File: src/rtl/flash_ci_pkg.sv
// Package: shared read-mode type, command codes and status bit classes
// for the flash command interface. Assumes an 8-bit status byte.
package flash_ci_pkg;

    typedef enum logic [1:0] {
        RD_ARRAY  = 2'd0,
        RD_IDENT  = 2'd1,
        RD_STATUS = 2'd2
    } rd_mode_e;

    localparam logic [7:0] CMD_ARRAY  = 8'hFF;
    localparam logic [7:0] CMD_IDENT  = 8'h90;
    localparam logic [7:0] CMD_STATUS = 8'h70;
    localparam logic [7:0] CMD_CLEAR  = 8'h50;

    localparam int unsigned ST_W      = 8;
    localparam int unsigned READY_BIT = 7;
    // bits only the clear command can lower
    localparam logic [7:0] STICKY_MASK = 8'b0011_1010;
    // bits the engine may lower
    localparam logic [7:0] ENGINE_CLR_MASK = 8'b0100_0100;
    localparam logic [7:0] STATUS_RESET = 8'h80;

endpackage

File: src/rtl/flash_bus_edges.sv
// Module: flash_bus_edges
// Samples the asynchronous-style bus strobes on clk and derives a command
// strobe (write-enable rising edge while chip enable low) plus read-active
// and read-start indications. Assumes strobes are already synchronous to clk.
module flash_bus_edges (
    input  logic clk,
    input  logic rst_n,
    input  logic ce_n,
    input  logic oe_n,
    input  logic we_n,
    output logic cmd_strobe,
    output logic read_active,
    output logic read_start
);

    logic we_prev_q;
    logic rd_prev_q;

    // read is active while both enables are low
    assign read_active = ~ce_n & ~oe_n;
    // first sample of a read: either enable has just fallen
    assign read_start  = read_active & ~rd_prev_q;
    // command accepted on write-enable rise with chip selected
    assign cmd_strobe  = we_n & ~we_prev_q & ~ce_n;

    // remember last-sample strobe levels for edge detection
    always_ff @(posedge clk) begin
        if (!rst_n) begin
            we_prev_q <= 1'b1;
            rd_prev_q <= 1'b0;
        end else begin
            we_prev_q <= we_n;
            rd_prev_q <= read_active;
        end
    end

endmodule

File: src/rtl/flash_cmd_decode.sv
// Module: flash_cmd_decode
// Decodes command bytes into the persistent read mode and a one-cycle
// sticky-clear pulse. Assumes cmd_strobe lasts a single clock.
module flash_cmd_decode
    import flash_ci_pkg::*;
(
    input  logic     clk,
    input  logic     rst_n,
    input  logic     cmd_strobe,
    input  logic [7:0] cmd_byte,
    output rd_mode_e mode,
    output logic     clr_sticky
);

    rd_mode_e mode_q;
    rd_mode_e mode_d;

    // next mode: only the three mode commands change it
    always_comb begin
        mode_d = mode_q;
        if (cmd_strobe) begin
            unique case (cmd_byte)
                CMD_ARRAY:  mode_d = RD_ARRAY;
                CMD_IDENT:  mode_d = RD_IDENT;
                CMD_STATUS: mode_d = RD_STATUS;
                default:    mode_d = mode_q;
            endcase
        end
    end

    // hold the read mode across bus cycles
    always_ff @(posedge clk) begin
        if (!rst_n) mode_q <= RD_ARRAY;
        else        mode_q <= mode_d;
    end

    assign mode       = mode_q;
    assign clr_sticky = cmd_strobe && (cmd_byte == CMD_CLEAR);

endmodule

File: src/rtl/flash_status_reg.sv
// Module: flash_status_reg
// Holds the status byte: bit 7 tracks engine ready, sticky error bits
// cleared only by command, engine-clearable bits, bit 0 fixed at zero.
// Also provides the read snapshot taken at the first sample of a read.
module flash_status_reg
    import flash_ci_pkg::*;
(
    input  logic            clk,
    input  logic            rst_n,
    input  logic            wsm_ready,
    input  logic [6:1]      wsm_set,
    input  logic [1:0]      wsm_clr,
    input  logic            clr_sticky,
    input  logic            read_start,
    output logic [ST_W-1:0] status_live,
    output logic [ST_W-1:0] status_view
);

    logic [ST_W-1:0] snap_q;

    for (genvar b = 0; b < ST_W; b++) begin : g_bit
        if (b == 0) begin : g_rsvd
            assign status_live[b] = 1'b0;
        end else if (b == READY_BIT) begin : g_ready
            logic q;
            // ready flag follows the engine level
            always_ff @(posedge clk) begin
                if (!rst_n) q <= STATUS_RESET[b];
                else        q <= wsm_ready;
            end
            assign status_live[b] = q;
        end else if (STICKY_MASK[b]) begin : g_sticky
            logic q;
            // error flag: engine sets, only the clear command lowers
            always_ff @(posedge clk) begin
                if (!rst_n) q <= STATUS_RESET[b];
                else        q <= wsm_set[b] | (q & ~clr_sticky);
            end
            assign status_live[b] = q;
        end else begin : g_engine
            localparam int CI = (b == 2) ? 0 : 1;
            logic q;
            // result flag: engine sets and clears, set wins
            always_ff @(posedge clk) begin
                if (!rst_n) q <= STATUS_RESET[b];
                else        q <= wsm_set[b] | (q & ~wsm_clr[CI]);
            end
            assign status_live[b] = q;
        end
    end

    // freeze the status seen by the bus at the start of each read
    always_ff @(posedge clk) begin
        if (!rst_n)          snap_q <= STATUS_RESET;
        else if (read_start) snap_q <= status_live;
    end

    assign status_view = read_start ? status_live : snap_q;

endmodule

File: src/rtl/flash_read_mux.sv
// Module: flash_read_mux
// Selects the read word by mode and gates it with the read enables.
// Assumes identifier words are only valid with upper address bits zero.
module flash_read_mux
    import flash_ci_pkg::*;
#(
    parameter int unsigned ADDR_W   = 22,
    parameter logic [15:0] MFR_CODE = 16'h0089,
    parameter logic [15:0] DEV_CODE = 16'h88C4
) (
    input  rd_mode_e        mode,
    input  logic            read_active,
    input  logic [ADDR_W-1:0] addr,
    input  logic [15:0]     arr_data,
    input  logic [ST_W-1:0] status_view,
    output logic [15:0]     dq_out,
    output logic            dq_oe
);

    localparam int unsigned HI_W = ADDR_W - 1;

    logic        id_addr_ok;
    logic [15:0] word;

    assign id_addr_ok = (addr[ADDR_W-1:1] == {HI_W{1'b0}});

    // pick the word the current mode presents
    always_comb begin
        unique case (mode)
            RD_IDENT:  word = id_addr_ok ? (addr[0] ? DEV_CODE : MFR_CODE) : 16'h0000;
            RD_STATUS: word = {8'h00, status_view};
            default:   word = arr_data;
        endcase
    end

    assign dq_oe  = read_active;
    assign dq_out = read_active ? word : 16'h0000;

endmodule

File: src/rtl/flash_cmd_if.sv
// Module: flash_cmd_if (top)
// Command interface of a 16-bit parallel NOR flash: command decode,
// read-mode selection and status register with read snapshot.
// Assumes all bus strobes are synchronous to clk; array and engine abstract.
module flash_cmd_if
    import flash_ci_pkg::*;
#(
    parameter int unsigned ADDR_W   = 22,
    parameter logic [15:0] MFR_CODE = 16'h0089,
    parameter logic [15:0] DEV_CODE = 16'h88C4
) (
    input  logic              clk,
    input  logic              rst_n,
    input  logic              ce_n,
    input  logic              oe_n,
    input  logic              we_n,
    input  logic [ADDR_W-1:0] addr,
    input  logic [7:0]        cmd_byte,
    input  logic [15:0]       arr_data,
    input  logic              wsm_ready,
    input  logic [6:1]        wsm_set,
    input  logic [1:0]        wsm_clr,
    output logic [15:0]       dq_out,
    output logic              dq_oe
);

    logic            cmd_strobe;
    logic            read_active;
    logic            read_start;
    logic            clr_sticky;
    rd_mode_e        mode;
    logic [ST_W-1:0] status_live;
    logic [ST_W-1:0] status_view;

    flash_bus_edges u_edges (
        .clk(clk), .rst_n(rst_n), .ce_n(ce_n), .oe_n(oe_n), .we_n(we_n),
        .cmd_strobe(cmd_strobe), .read_active(read_active), .read_start(read_start)
    );

    flash_cmd_decode u_dec (
        .clk(clk), .rst_n(rst_n), .cmd_strobe(cmd_strobe), .cmd_byte(cmd_byte),
        .mode(mode), .clr_sticky(clr_sticky)
    );

    flash_status_reg u_st (
        .clk(clk), .rst_n(rst_n), .wsm_ready(wsm_ready), .wsm_set(wsm_set),
        .wsm_clr(wsm_clr), .clr_sticky(clr_sticky), .read_start(read_start),
        .status_live(status_live), .status_view(status_view)
    );

    flash_read_mux #(.ADDR_W(ADDR_W), .MFR_CODE(MFR_CODE), .DEV_CODE(DEV_CODE)) u_mux (
        .mode(mode), .read_active(read_active), .addr(addr), .arr_data(arr_data),
        .status_view(status_view), .dq_out(dq_out), .dq_oe(dq_oe)
    );

endmodule

File: config.mk
export PLATFORM = sky130hd
export DESIGN_NAME = flash_cmd_if
export DESIGN_NICKNAME = d
export VERILOG_FILES = /design/src/rtl/flash_ci_pkg.sv /design/src/rtl/flash_bus_edges.sv /design/src/rtl/flash_cmd_decode.sv /design/src/rtl/flash_status_reg.sv /design/src/rtl/flash_read_mux.sv /design/src/rtl/flash_cmd_if.sv
export SDC_FILE = /design/constraint.sdc
export NUM_CORES = 1
export LEC_CHECK = 0
export BUFFER_PORTS_ARGS = -buffer_cell sky130_fd_sc_hd__buf_4
export CORE_MARGIN = 2
export CORE_UTILIZATION = 45
export DETAILED_ROUTE_END_ITERATION = 8
export PLACE_DENSITY = 0.85
export SLEW_MARGIN = 20
export SYNTH_ARGS = -nofsm -noshare
export SYNTH_HDL_FRONTEND = slang
export SYNTH_HIERARCHICAL = 1
export SYNTH_SLANG_ARGS = --single-unit
export TNS_END_PERCENT = 100
File: constraint.sdc
create_clock -name clk -period 3.6 [get_ports clk]
set_input_delay 0.54 -clock clk [delete_from_list [all_inputs] [get_ports clk]]
set_output_delay 0.54 -clock clk [all_outputs]
set_load 0.01 [all_outputs]
==> flow_metrics.py <==
metrics = {
    "outcome": {
        "outcome": "completed",
    },
    "critical_path": {
        "setup.worst_path.end_class": "primary output",
        "worstPathRequired_ns": 3.06,
        "slowest_delay_ns": 0.63,
        "arrival_ns": 2.18,
        "crit_chain": "inv_1, ha_1, or4_1, a21boi_1, buf_4",
        "path_class": "register to primary output",
        "cpMaxStageDelayCell": "or4_1",
        "rrSetupSlack_ns": 2.05,
        "path_max_fanout": 19,
        "rr_worst_depth": 6,
        "start_kind": "register",
    },
    "logic_synthesis": {
        "synth_area_um2": 1130,
        "avgSynthCellArea_um2": 8.96,
        "postSynthNetCount": 188,
        "synth_warnings": 6,
        "syn-instance-count": 126,
    },
    "power": {
        "p_seq_share_pct": 51.0,
        "ir_worst_vdd_mv": 0.180,
        "power.density_nw_per_um2": 252,
        "intPower_w": 0.000334,
        "clockPowerShare_pct": 23.9,
        "netSwitchingPower_w": 0.000103,
        "switching_share_pct": 23.5,
        "pwr-share-comb_pct": 25.1,
        "p_leak_nw": 0.867,
        "finalPower_w": 0.000437,
    },
    "clocking": {
        "ctsRootBufferMaster": "clkbuf_4",
        "clock_latency_ns": 0.29,
        "cts.sinks": 19,
        "cts_hold_buf": 0,
        "clock_path_buffers": 2,
        "htreeDepth": 1,
        "cts_made_buffers": 3,
        "cts_tree": "done",
        "postCtsResizedCells": 0,
        "path_clk_slew_ns": 0.10,
        "post_cts_buffers": 0,
    },
    "global_route": {
        "grt_pass1_vias": 1086,
        "grt_pass1_wl_mm": 4.31,
        "grt_usage_pct": 20.4,
        "antenna_found_initial": 0,
        "overflow": 0,
        "grt_max_degree": 21,
    },
    "worst_hold_path": {
        "worstHoldPathType": "input pin to register",
        "whs_path_depth": 2,
    },
    "placed_design": {
        "dp_hpwl_mm": 2.36,
        "preCtsSetupSlack_ns": 1.13,
        "port-buffer-count": 76,
        "dp_cells": 227,
        "dpl_cell_area_um2": 1710,
        "place_congestion": 0.690,
    },
    "drt": {
        "first_pass_iters": 4,
        "drt_iter0_drc": 12,
        "drt-wirelength-per-cell_um": 13.0,
        "via_per_inst": 5.26,
        "postRouteAntennaNets": 0,
        "wirelength_mm": 2.99,
        "vias": 1215,
        "drc": 0,
    },
    "sta": {
        "fmax_mhz": 368,
        "hold_violations": 0,
        "finalSetupViolCount": 0,
        "fin_setup_tns_ns": 0,
        "drv_slew": 0,
        "fin_crit_sh_pct": 75.5,
        "worst_slack_ns": 0.882,
        "max-slew-margin-rel_pct": 42.3,
        "fin_crit_ns": 2.72,
        "fin_skew_ns": 0.00141,
        "rsz0062_at_grt": "no",
        "tightest_slew_ns": 0.862,
    },
    "final_layout": {
        "area.sequential_um2": 380,
        "antenna_cells": 0,
        "syn_to_final_growth_pct": 53.9,
        "fillers": 191,
        "fin_nets": 264,
        "layout-drive-gt1-share_pct": 47.8,
        "multi_input_area_um2": 692,
        "fin_cells": 231,
        "design_area_um2": 1740,
    },
    "job": {
        "cap_viol_max_count": 0,
    },
    "floorplanning": {
        "die_w_um": 54.1,
        "die_area_um2": 2920,
        "fp.dieH_um": 54.1,
        "initial_utilization_pct": 46.4,
        "fp.coreArea_um2": 2430,
        "pin_count": 77,
        "num_rows": 18,
    },
}
## metal layers
metal	vias up	global-route usage (%)	share of wire, %
met1	564	19.9	36
met5	-	0	0
met2	49	40.7	54
li1	600	-	-
met3	2	3.61	8.5
met4	0	9.58	0.63
## worst max-delay path: cells and delay by family, from the launching register on
| family | cells | cell delay (ns) |
|---|---|---|
| AO/OA/AOI/OAI | 1 | 0.17 |
| buffers and inverters | 2 | 0.20 |
| flip-flops | 1 | 0.38 |
| adder cells (fa/ha/maj) | 1 | 0.51 |
| AND/OR/NAND/NOR | 1 | 0.63 |
## sequential cells by signal, summed over array words and instances, names as in the netlist
name	count
u_st/g_bit.g_sticky.q	4
u_st/snap_q	8
u_dec/mode	2
u_st/g_bit.g_engine.q	2
u_st/g_bit.g_ready.q	1
u_edges/rd_prev_q	1
u_edges/we_prev_q	1
## layout by cell type (no fill, tap or decap)
master	count
clkbuf_4	3
nor3b_1	3
or2_0	1
clkbuf_1	1
nand2b_1	2
mux2_2	1
nor4_1	1
ha_1	2
nor2_1	5
and3_2	1
nor4_2	4
a21oi_1	9
a21boi_1	2
inv_1	6
nand2_1	4
and2_1	7
o21a_1	6
or3_2	2
a22oi_1	3
or4_1	1
mux2_4	6
o211a_1	2
dfxtp_1	19
nor4b_2	1
nand4_1	4
and2b_2	1
buf_4	77
o21ai_0	6
nor2b_1	11
nor3_1	1
a41o_1	1
or2_1	1
and3_1	7
## layout make-up
class	count	share of cell area (%)
well taps	30	2.16
multi-input cells	95	39.8
flip-flops and latches	19	21.9
clock buffers	4	1.51
inverters	6	1.30
repair buffers	77	33.3
## stage by stage
step	hold slack [ns]	util (%)
4_1_cts	0.399	71.4
6_report	0.415	71.4
3_5_place_dp	0.521	70.3
2_1_floorplan	0.493	-
3_3_place_gp	0.516	70.3
5_1_grt	0.387	71.4
## path summary, 6_finish.rpt
check,start,to
worst max-delay path,u_dec/mode[0],dq_out[11]
worst min-delay path,oe_n,u_edges/rd_prev_q
worst max register to register,u_edges/we_prev_q,u_st/g_bit[4].g_sticky.q
worst min register to register,u_dec/mode[1],u_dec/mode[1]
## power by group through the flow
stage | Clock, W | Combinational [W] | Sequential, W
2_1_floorplan | 0 | 0.0000405 | 0.000226
3_3_place_gp | 0 | 0.000106 | 0.000227
3_5_place_dp | 0 | 0.000110 | 0.000228
4_1_cts | 0.000111 | 0.000110 | 0.000223
5_1_grt | 0.000120 | 0.000119 | 0.000224
6_report | 0.000104 | 0.000110 | 0.000223
(Power assumes the default switching activity.)
